### src/rtl/io_steer_pkg.sv
package io_steer_pkg;
  typedef enum logic [1:0] {
    ST_IDLE = 2'd0,
    ST_CYC1 = 2'd1,
    ST_CYC2 = 2'd2,
    ST_RESP = 2'd3
  } io_state_e;
endpackage

### src/rtl/io_rsvd_decode.sv
module io_rsvd_decode #(
  parameter int          AW      = 16,
  parameter logic [AW-1:0] WIN_LO = 'h00F8,
  parameter logic [AW-1:0] WIN_HI = 'h00FF
) (
  input  logic [AW-1:0] addr,
  input  logic          word,
  output logic          hit
);
  logic [AW-1:0] addr_nxt;
  logic          hit_lo, hit_hi;

  always_comb begin
    addr_nxt = addr + 1'b1;
    hit_lo   = (addr >= WIN_LO) && (addr <= WIN_HI);
    hit_hi   = word && (addr_nxt >= WIN_LO) && (addr_nxt <= WIN_HI);
    hit      = hit_lo || hit_hi;
  end
endmodule

### src/rtl/io_lane_map.sv
module io_lane_map #(
  parameter int AW = 16,
  parameter int DW = 16
) (
  input  logic          active,
  input  logic          second,
  input  logic [AW-1:0] addr,
  input  logic          word,
  input  logic          write,
  input  logic [DW-1:0] wdata,
  output logic [AW-1:0] bus_addr,
  output logic [1:0]    bus_be,
  output logic [DW-1:0] bus_wdata
);
  localparam int BW = DW / 2;

  logic          full;
  logic [BW-1:0] one_byte;

  always_comb begin
    full     = word && !addr[0];
    one_byte = second ? wdata[DW-1:BW] : wdata[BW-1:0];
    if (!active)      bus_be = 2'b00;
    else if (full)    bus_be = 2'b11;
    else if (second)  bus_be = 2'b01;
    else              bus_be = addr[0] ? 2'b10 : 2'b01;
    if (!active)      bus_addr = '0;
    else if (second)  bus_addr = addr + 1'b1;
    else              bus_addr = addr;
  end

  for (genvar l = 0; l < 2; l++) begin : g_lane
    always_comb begin
      if (!bus_be[l] || !write) bus_wdata[l*BW +: BW] = '0;
      else if (full)            bus_wdata[l*BW +: BW] = wdata[l*BW +: BW];
      else                      bus_wdata[l*BW +: BW] = one_byte;
    end
  end
endmodule

### src/rtl/io_read_merge.sv
module io_read_merge #(
  parameter int DW = 16
) (
  input  logic          clk,
  input  logic          rst_n,
  input  logic          clr,
  input  logic          cap,
  input  logic          second,
  input  logic          full,
  input  logic          odd,
  input  logic [DW-1:0] rd_in,
  output logic [DW-1:0] rd_out
);
  localparam int BW = DW / 2;

  logic [DW-1:0] rd_q, rd_d;
  logic          rd_en;

  always_comb begin
    rd_en = clr || cap;
    rd_d  = rd_q;
    if (clr) begin
      rd_d = '0;
    end else if (cap) begin
      if (full)        rd_d = rd_in;
      else if (second) rd_d[DW-1:BW] = rd_in[BW-1:0];
      else             rd_d[BW-1:0] = odd ? rd_in[DW-1:BW] : rd_in[BW-1:0];
    end
  end

  always_ff @(posedge clk or negedge rst_n) begin
    if (!rst_n)     rd_q <= '0;
    else if (rd_en) rd_q <= rd_d;
  end

  assign rd_out = rd_q;
endmodule

### src/rtl/io_lane_steer.sv
module io_lane_steer
  import io_steer_pkg::*;
#(
  parameter int            AW      = 16,
  parameter int            DW      = 16,
  parameter logic [AW-1:0] RSVD_LO = 'h00F8,
  parameter logic [AW-1:0] RSVD_HI = 'h00FF
) (
  input  logic          clk,
  input  logic          rst_n,
  input  logic          req_valid,
  output logic          req_ready,
  input  logic [AW-1:0] req_addr,
  input  logic          req_word,
  input  logic          req_write,
  input  logic [DW-1:0] req_wdata,
  input  logic          req_priv_ok,
  output logic          done,
  output logic [DW-1:0] rdata,
  output logic          fault,
  output logic          rsvd_hit,
  output logic          bus_cyc,
  output logic [AW-1:0] bus_addr,
  output logic [1:0]    bus_be,
  output logic          bus_we,
  output logic [DW-1:0] bus_wdata,
  input  logic [DW-1:0] bus_rdata,
  input  logic          bus_ack
);
  logic [1:0]    rst_sync_q;
  logic          run;
  io_state_e     st_q, st_d;
  logic [AW-1:0] addr_q;
  logic          word_q, write_q, fault_q, rsvd_q;
  logic [DW-1:0] wdata_q;
  logic          accept, second, split, cap, rsvd_c;
  logic [DW-1:0] rd_q;

  // reset: asserted asynchronously, released on the clock
  always_ff @(posedge clk or negedge rst_n) begin
    if (!rst_n) rst_sync_q <= 2'b00;
    else        rst_sync_q <= {rst_sync_q[0], 1'b1};
  end
  assign run = rst_sync_q[1];

  assign req_ready = run && (st_q == ST_IDLE);
  assign accept    = req_valid && req_ready;
  assign bus_cyc   = (st_q == ST_CYC1) || (st_q == ST_CYC2);
  assign second    = (st_q == ST_CYC2);
  assign split     = word_q && addr_q[0];
  assign bus_we    = bus_cyc && write_q;
  assign cap       = bus_cyc && bus_ack && !write_q;

  always_comb begin
    st_d = st_q;
    unique case (st_q)
      ST_IDLE: if (accept)  st_d = req_priv_ok ? ST_CYC1 : ST_RESP;
      ST_CYC1: if (bus_ack) st_d = split ? ST_CYC2 : ST_RESP;
      ST_CYC2: if (bus_ack) st_d = ST_RESP;
      ST_RESP:              st_d = ST_IDLE;
      default:              st_d = ST_IDLE;
    endcase
  end

  always_ff @(posedge clk or negedge rst_n) begin
    if (!rst_n)   st_q <= ST_IDLE;
    else if (run) st_q <= st_d;
    else          st_q <= ST_IDLE;
  end

  always_ff @(posedge clk or negedge rst_n) begin
    if (!rst_n) begin
      addr_q  <= '0;
      word_q  <= 1'b0;
      write_q <= 1'b0;
      wdata_q <= '0;
      fault_q <= 1'b0;
      rsvd_q  <= 1'b0;
    end else if (accept) begin
      addr_q  <= req_addr;
      word_q  <= req_word;
      write_q <= req_write;
      wdata_q <= req_wdata;
      fault_q <= !req_priv_ok;
      rsvd_q  <= rsvd_c;
    end
  end

  io_rsvd_decode #(.AW(AW), .WIN_LO(RSVD_LO), .WIN_HI(RSVD_HI)) u_rsvd (
    .addr (req_addr),
    .word (req_word),
    .hit  (rsvd_c)
  );

  io_lane_map #(.AW(AW), .DW(DW)) u_map (
    .active    (bus_cyc),
    .second    (second),
    .addr      (addr_q),
    .word      (word_q),
    .write     (write_q),
    .wdata     (wdata_q),
    .bus_addr  (bus_addr),
    .bus_be    (bus_be),
    .bus_wdata (bus_wdata)
  );

  io_read_merge #(.DW(DW)) u_merge (
    .clk    (clk),
    .rst_n  (rst_n),
    .clr    (accept),
    .cap    (cap),
    .second (second),
    .full   (word_q && !addr_q[0]),
    .odd    (addr_q[0]),
    .rd_in  (bus_rdata),
    .rd_out (rd_q)
  );

  assign done     = (st_q == ST_RESP);
  assign fault    = done && fault_q;
  assign rsvd_hit = done && rsvd_q;
  assign rdata    = done ? rd_q : '0;
endmodule

### config.mk
export PLATFORM = sky130hd
export DESIGN_NAME = io_lane_steer
export DESIGN_NICKNAME = d
export VERILOG_FILES = /design/src/rtl/io_steer_pkg.sv /design/src/rtl/io_rsvd_decode.sv /design/src/rtl/io_lane_map.sv /design/src/rtl/io_read_merge.sv /design/src/rtl/io_lane_steer.sv
export SDC_FILE = /design/constraint.sdc
export NUM_CORES = 1
export LEC_CHECK = 0
export BUFFER_PORTS_ARGS = -buffer_cell sky130_fd_sc_hd__buf_2
export CORE_UTILIZATION = 50
export CTS_BUF_LIST = sky130_fd_sc_hd__clkbuf_16
export DETAILED_ROUTE_END_ITERATION = 10
export PLACE_DENSITY_LB_ADDON = 0.2
export SLEW_MARGIN = 0
export SYNTH_ARGS = -nofsm -noshare
export SYNTH_HDL_FRONTEND = slang
export SYNTH_HIERARCHICAL = 1
export SYNTH_SLANG_ARGS = --single-unit
### constraint.sdc
create_clock -name clk -period 2.27 [get_ports clk]
set_input_delay 0.227 -clock clk [delete_from_list [all_inputs] [get_ports clk]]
set_output_delay 0.227 -clock clk [all_outputs]
set_load 0.01 [all_outputs]
==> results.txt <==
----------------------------------------------------
[Outcome]
  Result of the run ... complete, but fails checks
  Violations in the final reports ... setup timing

[Cells and area]
  Flip-flop and latch area ... 1400 µm²
  Fraction of layout cells with a size suffix above 1 ... 46.4%
  Number of antenna repair diodes ... 0
  Area growth, synth to finish ... 25.9%
  Fillcell total ... 562
  Final Net Count ... 501
  Final std cells w/o fill ... 520
  Multi-input gate area in the final layout ... 2010 µm²

[Route]
  Number of vias after detailed routing ... 2777
  Number of routed nets with antenna violations ... 0
  Starting DRC count in detailed routing ... 117
  Vias per std cell ... 5.34
  Pre-Repair DR Iteration Count ... 4
  Routed wire length ... 8.30 mm
  Wirelength per Cell ... 16.0 µm
  DRC violation count after routing ... 0

[GRT]
  Number of antenna violations at the first check in global routing ... 0
  Overflow left after global routing ... 0
  Via count of the first global-routing pass ... 2815
  Largest net degree at the start of global routing ... 31
  All-layer global routing usage ... 23.9%
  First-pass GRT wire length ... 13.6 mm

[Floorplan]
  Die X-Extent ... 85.5 µm
  Initial standard-cell utilization of the core ... 51.6%
  Standard-cell row count ... 30
  Top Ports ... 111
  Overall die area ... 7310 µm²
  Placeable Area ... 6760 µm²
  Die height ... 85.5 µm

[Synthesis]
  Post-synthesis cell area ... 3490 µm²
  Number of synthesized flops with an enable pin ... 0
  Yosys Warn Count ... 6
  Number of synthesized register bits ... 56
  Leading cell types by count after synthesis ... sky130_fd_sc_hd__dfrtp_1 (56), sky130_fd_sc_hd__and2_1 (30), sky130_fd_sc_hd__mux2i_1 (28), sky130_fd_sc_hd__mux2_2 (25), sky130_fd_sc_hd__nand2_1 (25)
  Share of async-settable or async-resettable flops after synthesis ... 100%
  Mean post-synth cell area ... 11.0 µm²
  Cell type with the highest aggregate area in the netlist ... sky130_fd_sc_hd__dfrtp_1
  Synthesized net count ... 380
  Cell with the most instances after synthesis ... sky130_fd_sc_hd__dfrtp_1
  Mapped Cells ... 318
  Synth top area share ... 40.2%
  Synthesized-area fraction occupied by adder cells ... 2.51%
  Cells taking the most area after synthesis ... sky130_fd_sc_hd__dfrtp_1 (40%), sky130_fd_sc_hd__mux2_2 (8.1%), sky130_fd_sc_hd__mux2i_1 (8.0%)
  Largest family of logic cells by synthesized area ... multiplexers
  Area fraction in compound gates after synthesis ... 7.50%
  Synth Area in Simple Gates ... 19.7%
  Register area share after synthesis ... 40.2%
  Area share of xor/xnor cells in the synthesized design ... 2.26%
  Proportion of synthesized area in mux cells ... 23.9%
  Distinct cell type count after synthesis ... 49
  Main synth FF type ... sky130_fd_sc_hd__dfrtp_1

[Timing]
  Final-report setup violation count ... 1
  Setup slack after layout ... -0.00407 ns
  Post-Route Skew ... 0.00321 ns
  Period Utilization, post-route ... 100%
  Unrepaired setup endpoints after global routing ... true
  Measured slew at the worst slew-check pin ... 0.639 ns
  Highest attainable clock frequency ... 440 MHz
  Final Hold Vio Count ... 0
  Time the final worst path needs with I/O delays and setup ... 2.27 ns
  Setup Total Neg Slack ... -0.00407 ns
  Total count of max-transition violations in the final report ... 0
  Rel. slew slack ... 57.4%

[Critical path]
  Delay-heaviest family, CP ... simple AND/OR/NAND/NOR gates
  Crit path largest cell delay ... 0.46 ns
  R2R Setup Slk ... 0.38 ns
  Critical Setup Path Class ... flip-flop to primary output
  Worst setup SP type ... flip-flop
  CP max-delay cell ... sky130_fd_sc_hd__or3_4
  Cell chain of the critical path ... inv_2 -> ha_4 -> nand4_4 -> or3_4 -> o211ai_2 -> o31ai_4 -> buf_2
  Kind of capture point of the worst setup path ... primary output
  Highest fanout seen on the critical path ... 5
  CP Data Arrival Time ... 2.05 ns
  Data required, critical path ... 2.04 ns
  Buf+Inv Stages, Crit Path ... 2

[Clock network]
  Clock sink count ... 56
  Max clock buf depth ... 2
  Clock-pin slew of the registers on the worst-case setup and hold paths ... 0.07 ns
  Clock tree from TritonCTS ... done
  Depth of the CTS H-tree ... 2
  CTS buffer count ... 5
  Root buffer selected by CTS ... sky130_fd_sc_hd__clkbuf_16
  Skew-Pair Late Insertion Delay ... 0.30 ns

[Pwr]
  Proportion of total power due to net switching ... 39.9%
  Largest voltage drop on the vdd net ... 0.000532 V
  Proportion of power drawn by flip-flops and latches ... 33.5%
  Reported net switching power ... 2.27 mW
  Internal power ... 3.41 mW
  Comb pwr share ... 53.1%
  Clk pwr share ... 13.5%
  Leak pwr ... 2.25 nW
  Pwr per Cell Area ... 1290 nW/µm²

[Placed design]
  Placed Instances ... 507
  Detailed placement HPWL ... 6.03 mm
  I/O Buffers ... 110
  Routability Congestion ... 0.829
  Worst Setup Slack post-DPL ... 0.172 ns

[Job]
  Max-capacitance violation count ... 0

[Hold path]
  Hold Path Class ... primary input to flip-flop

----------------------------------------------------
-- worst register-to-register path, delay by kind of cell (launching register included) --
family,cells,cell delay [ns]
muxes,1,0.38
DFF,1,0.44
and+or+nand+nor,3,0.37
buffers and inverters,1,0.13
AOI/OAI and AO/OA,1,0.13
adders and majority gates,1,0.33
-- metal layers --
layer | share of wire, % | GRT usage [%] | wire (µm) | up-vias
li1 | - | - | - | 1356
met5 | 0 | 0 | 0 | -
met2 | 50 | 42.4 | 4160 | 76
met4 | 1.5 | 6.52 | 124 | 0
met3 | 4.6 | 5.20 | 381 | 9
met1 | 44 | 29.5 | 3630 | 1336
-- what timing repair did --
item	CTS	global route
pin swaps	0	1
hold endpoints to repair	26	0
gates resized for setup	8	7
setup buffers	0	4
hold buffers	1	0
setup endpoints to repair	23	22
-- worst paths after layout --
check	startpoint	end	depth (start not counted)
setup / recovery	st_q[0]	bus_addr[10]	7
hold / removal	req_priv_ok	fault_q	2
setup reg to reg	st_q[1]	u_merge/rd_out[9]	7
hold reg to reg	rst_sync_q[0]	rst_sync_q[1]	0
max in group asynchronous	rst_n	u_merge/rd_out[3]	3
min in group asynchronous	rst_n	wdata_q[1]	2
-- power by group through the flow --
stage | combinational [mW] | clock, mW | sequential [mW]
5_1_grt | 3.30 | 0.823 | 1.96
4_1_cts | 2.93 | 0.787 | 1.90
3_5_place_dp | 2.88 | 0 | 1.90
3_3_place_gp | 2.82 | 0 | 1.89
2_1_floorplan | 2.12 | 0 | 1.79
6_report | 3.01 | 0.764 | 1.90
-- cells by family after synthesis --
logic type | after synthesis
flip-flops | 56
other | 1
AND/OR/NAND/NOR | 120
XOR/XNOR | 9
multiplexers | 71
adder cells (fa/ha/maj) | 7
buffers and inverters | 22
AO/OA/AOI/OAI | 32
-- state kept, by name, indices dropped and copies added (netlist names) --
register / cells
write_q: 1
u_merge/rd_out: 16
rst_sync_q: 2
fault_q: 1
wdata_q: 16
word_q: 1
rsvd_q: 1
st_q: 2
addr_q: 16
-- cell type report --
type | count | share of cell area [%]
inverter | 7 | 0.598
multi-input combinational | 240 | 45.8
timing repair buffer | 129 | 16.2
clock inverter | 3 | 0.399
sequential | 56 | 31.9
clock buffer | 5 | 2.85
tap | 80 | 2.28
-- stage by stage --
step	area (µm²)	hold WS, ns	power (mW)	utilization (%)
floorplan	3490	-0.0686	3.91	-
finish	4390	0.157	5.68	65.0
global placement	4150	0.290	4.70	61.4
detailed placement	4150	0.287	4.78	61.4
global route	4390	0.156	6.09	65.0
CTS	4340	0.153	5.61	64.2
-- layout by cell type, fill, tap and decap left out, types with 3 or more instances in the layout --
master                      synthesis  routed
sky130_fd_sc_hd__a21oi_1            8       8
sky130_fd_sc_hd__and2_1            30      30
sky130_fd_sc_hd__buf_2              4     110
sky130_fd_sc_hd__buf_4              1      16
sky130_fd_sc_hd__clkbuf_16          0       5
sky130_fd_sc_hd__dfrtp_1           56      56
sky130_fd_sc_hd__ha_1               7       5
sky130_fd_sc_hd__inv_1              7       6
sky130_fd_sc_hd__mux2_2            25      25
sky130_fd_sc_hd__mux2_4            18      18
sky130_fd_sc_hd__mux2i_1           28      28
sky130_fd_sc_hd__nand2_1           25      22
sky130_fd_sc_hd__nand2_2            0       3
sky130_fd_sc_hd__nand2b_1           6       6
sky130_fd_sc_hd__nand3_1           13      13
sky130_fd_sc_hd__nand4_1            4       4
sky130_fd_sc_hd__nor2_1            19      18
sky130_fd_sc_hd__nor2b_1            6       5
sky130_fd_sc_hd__nor4_1             3       3
sky130_fd_sc_hd__o2bb2ai_1          8       8
sky130_fd_sc_hd__xnor2_1            4       4
sky130_fd_sc_hd__xor2_1             5       5
No activity file was read; power rests on OpenSTA's default activity.
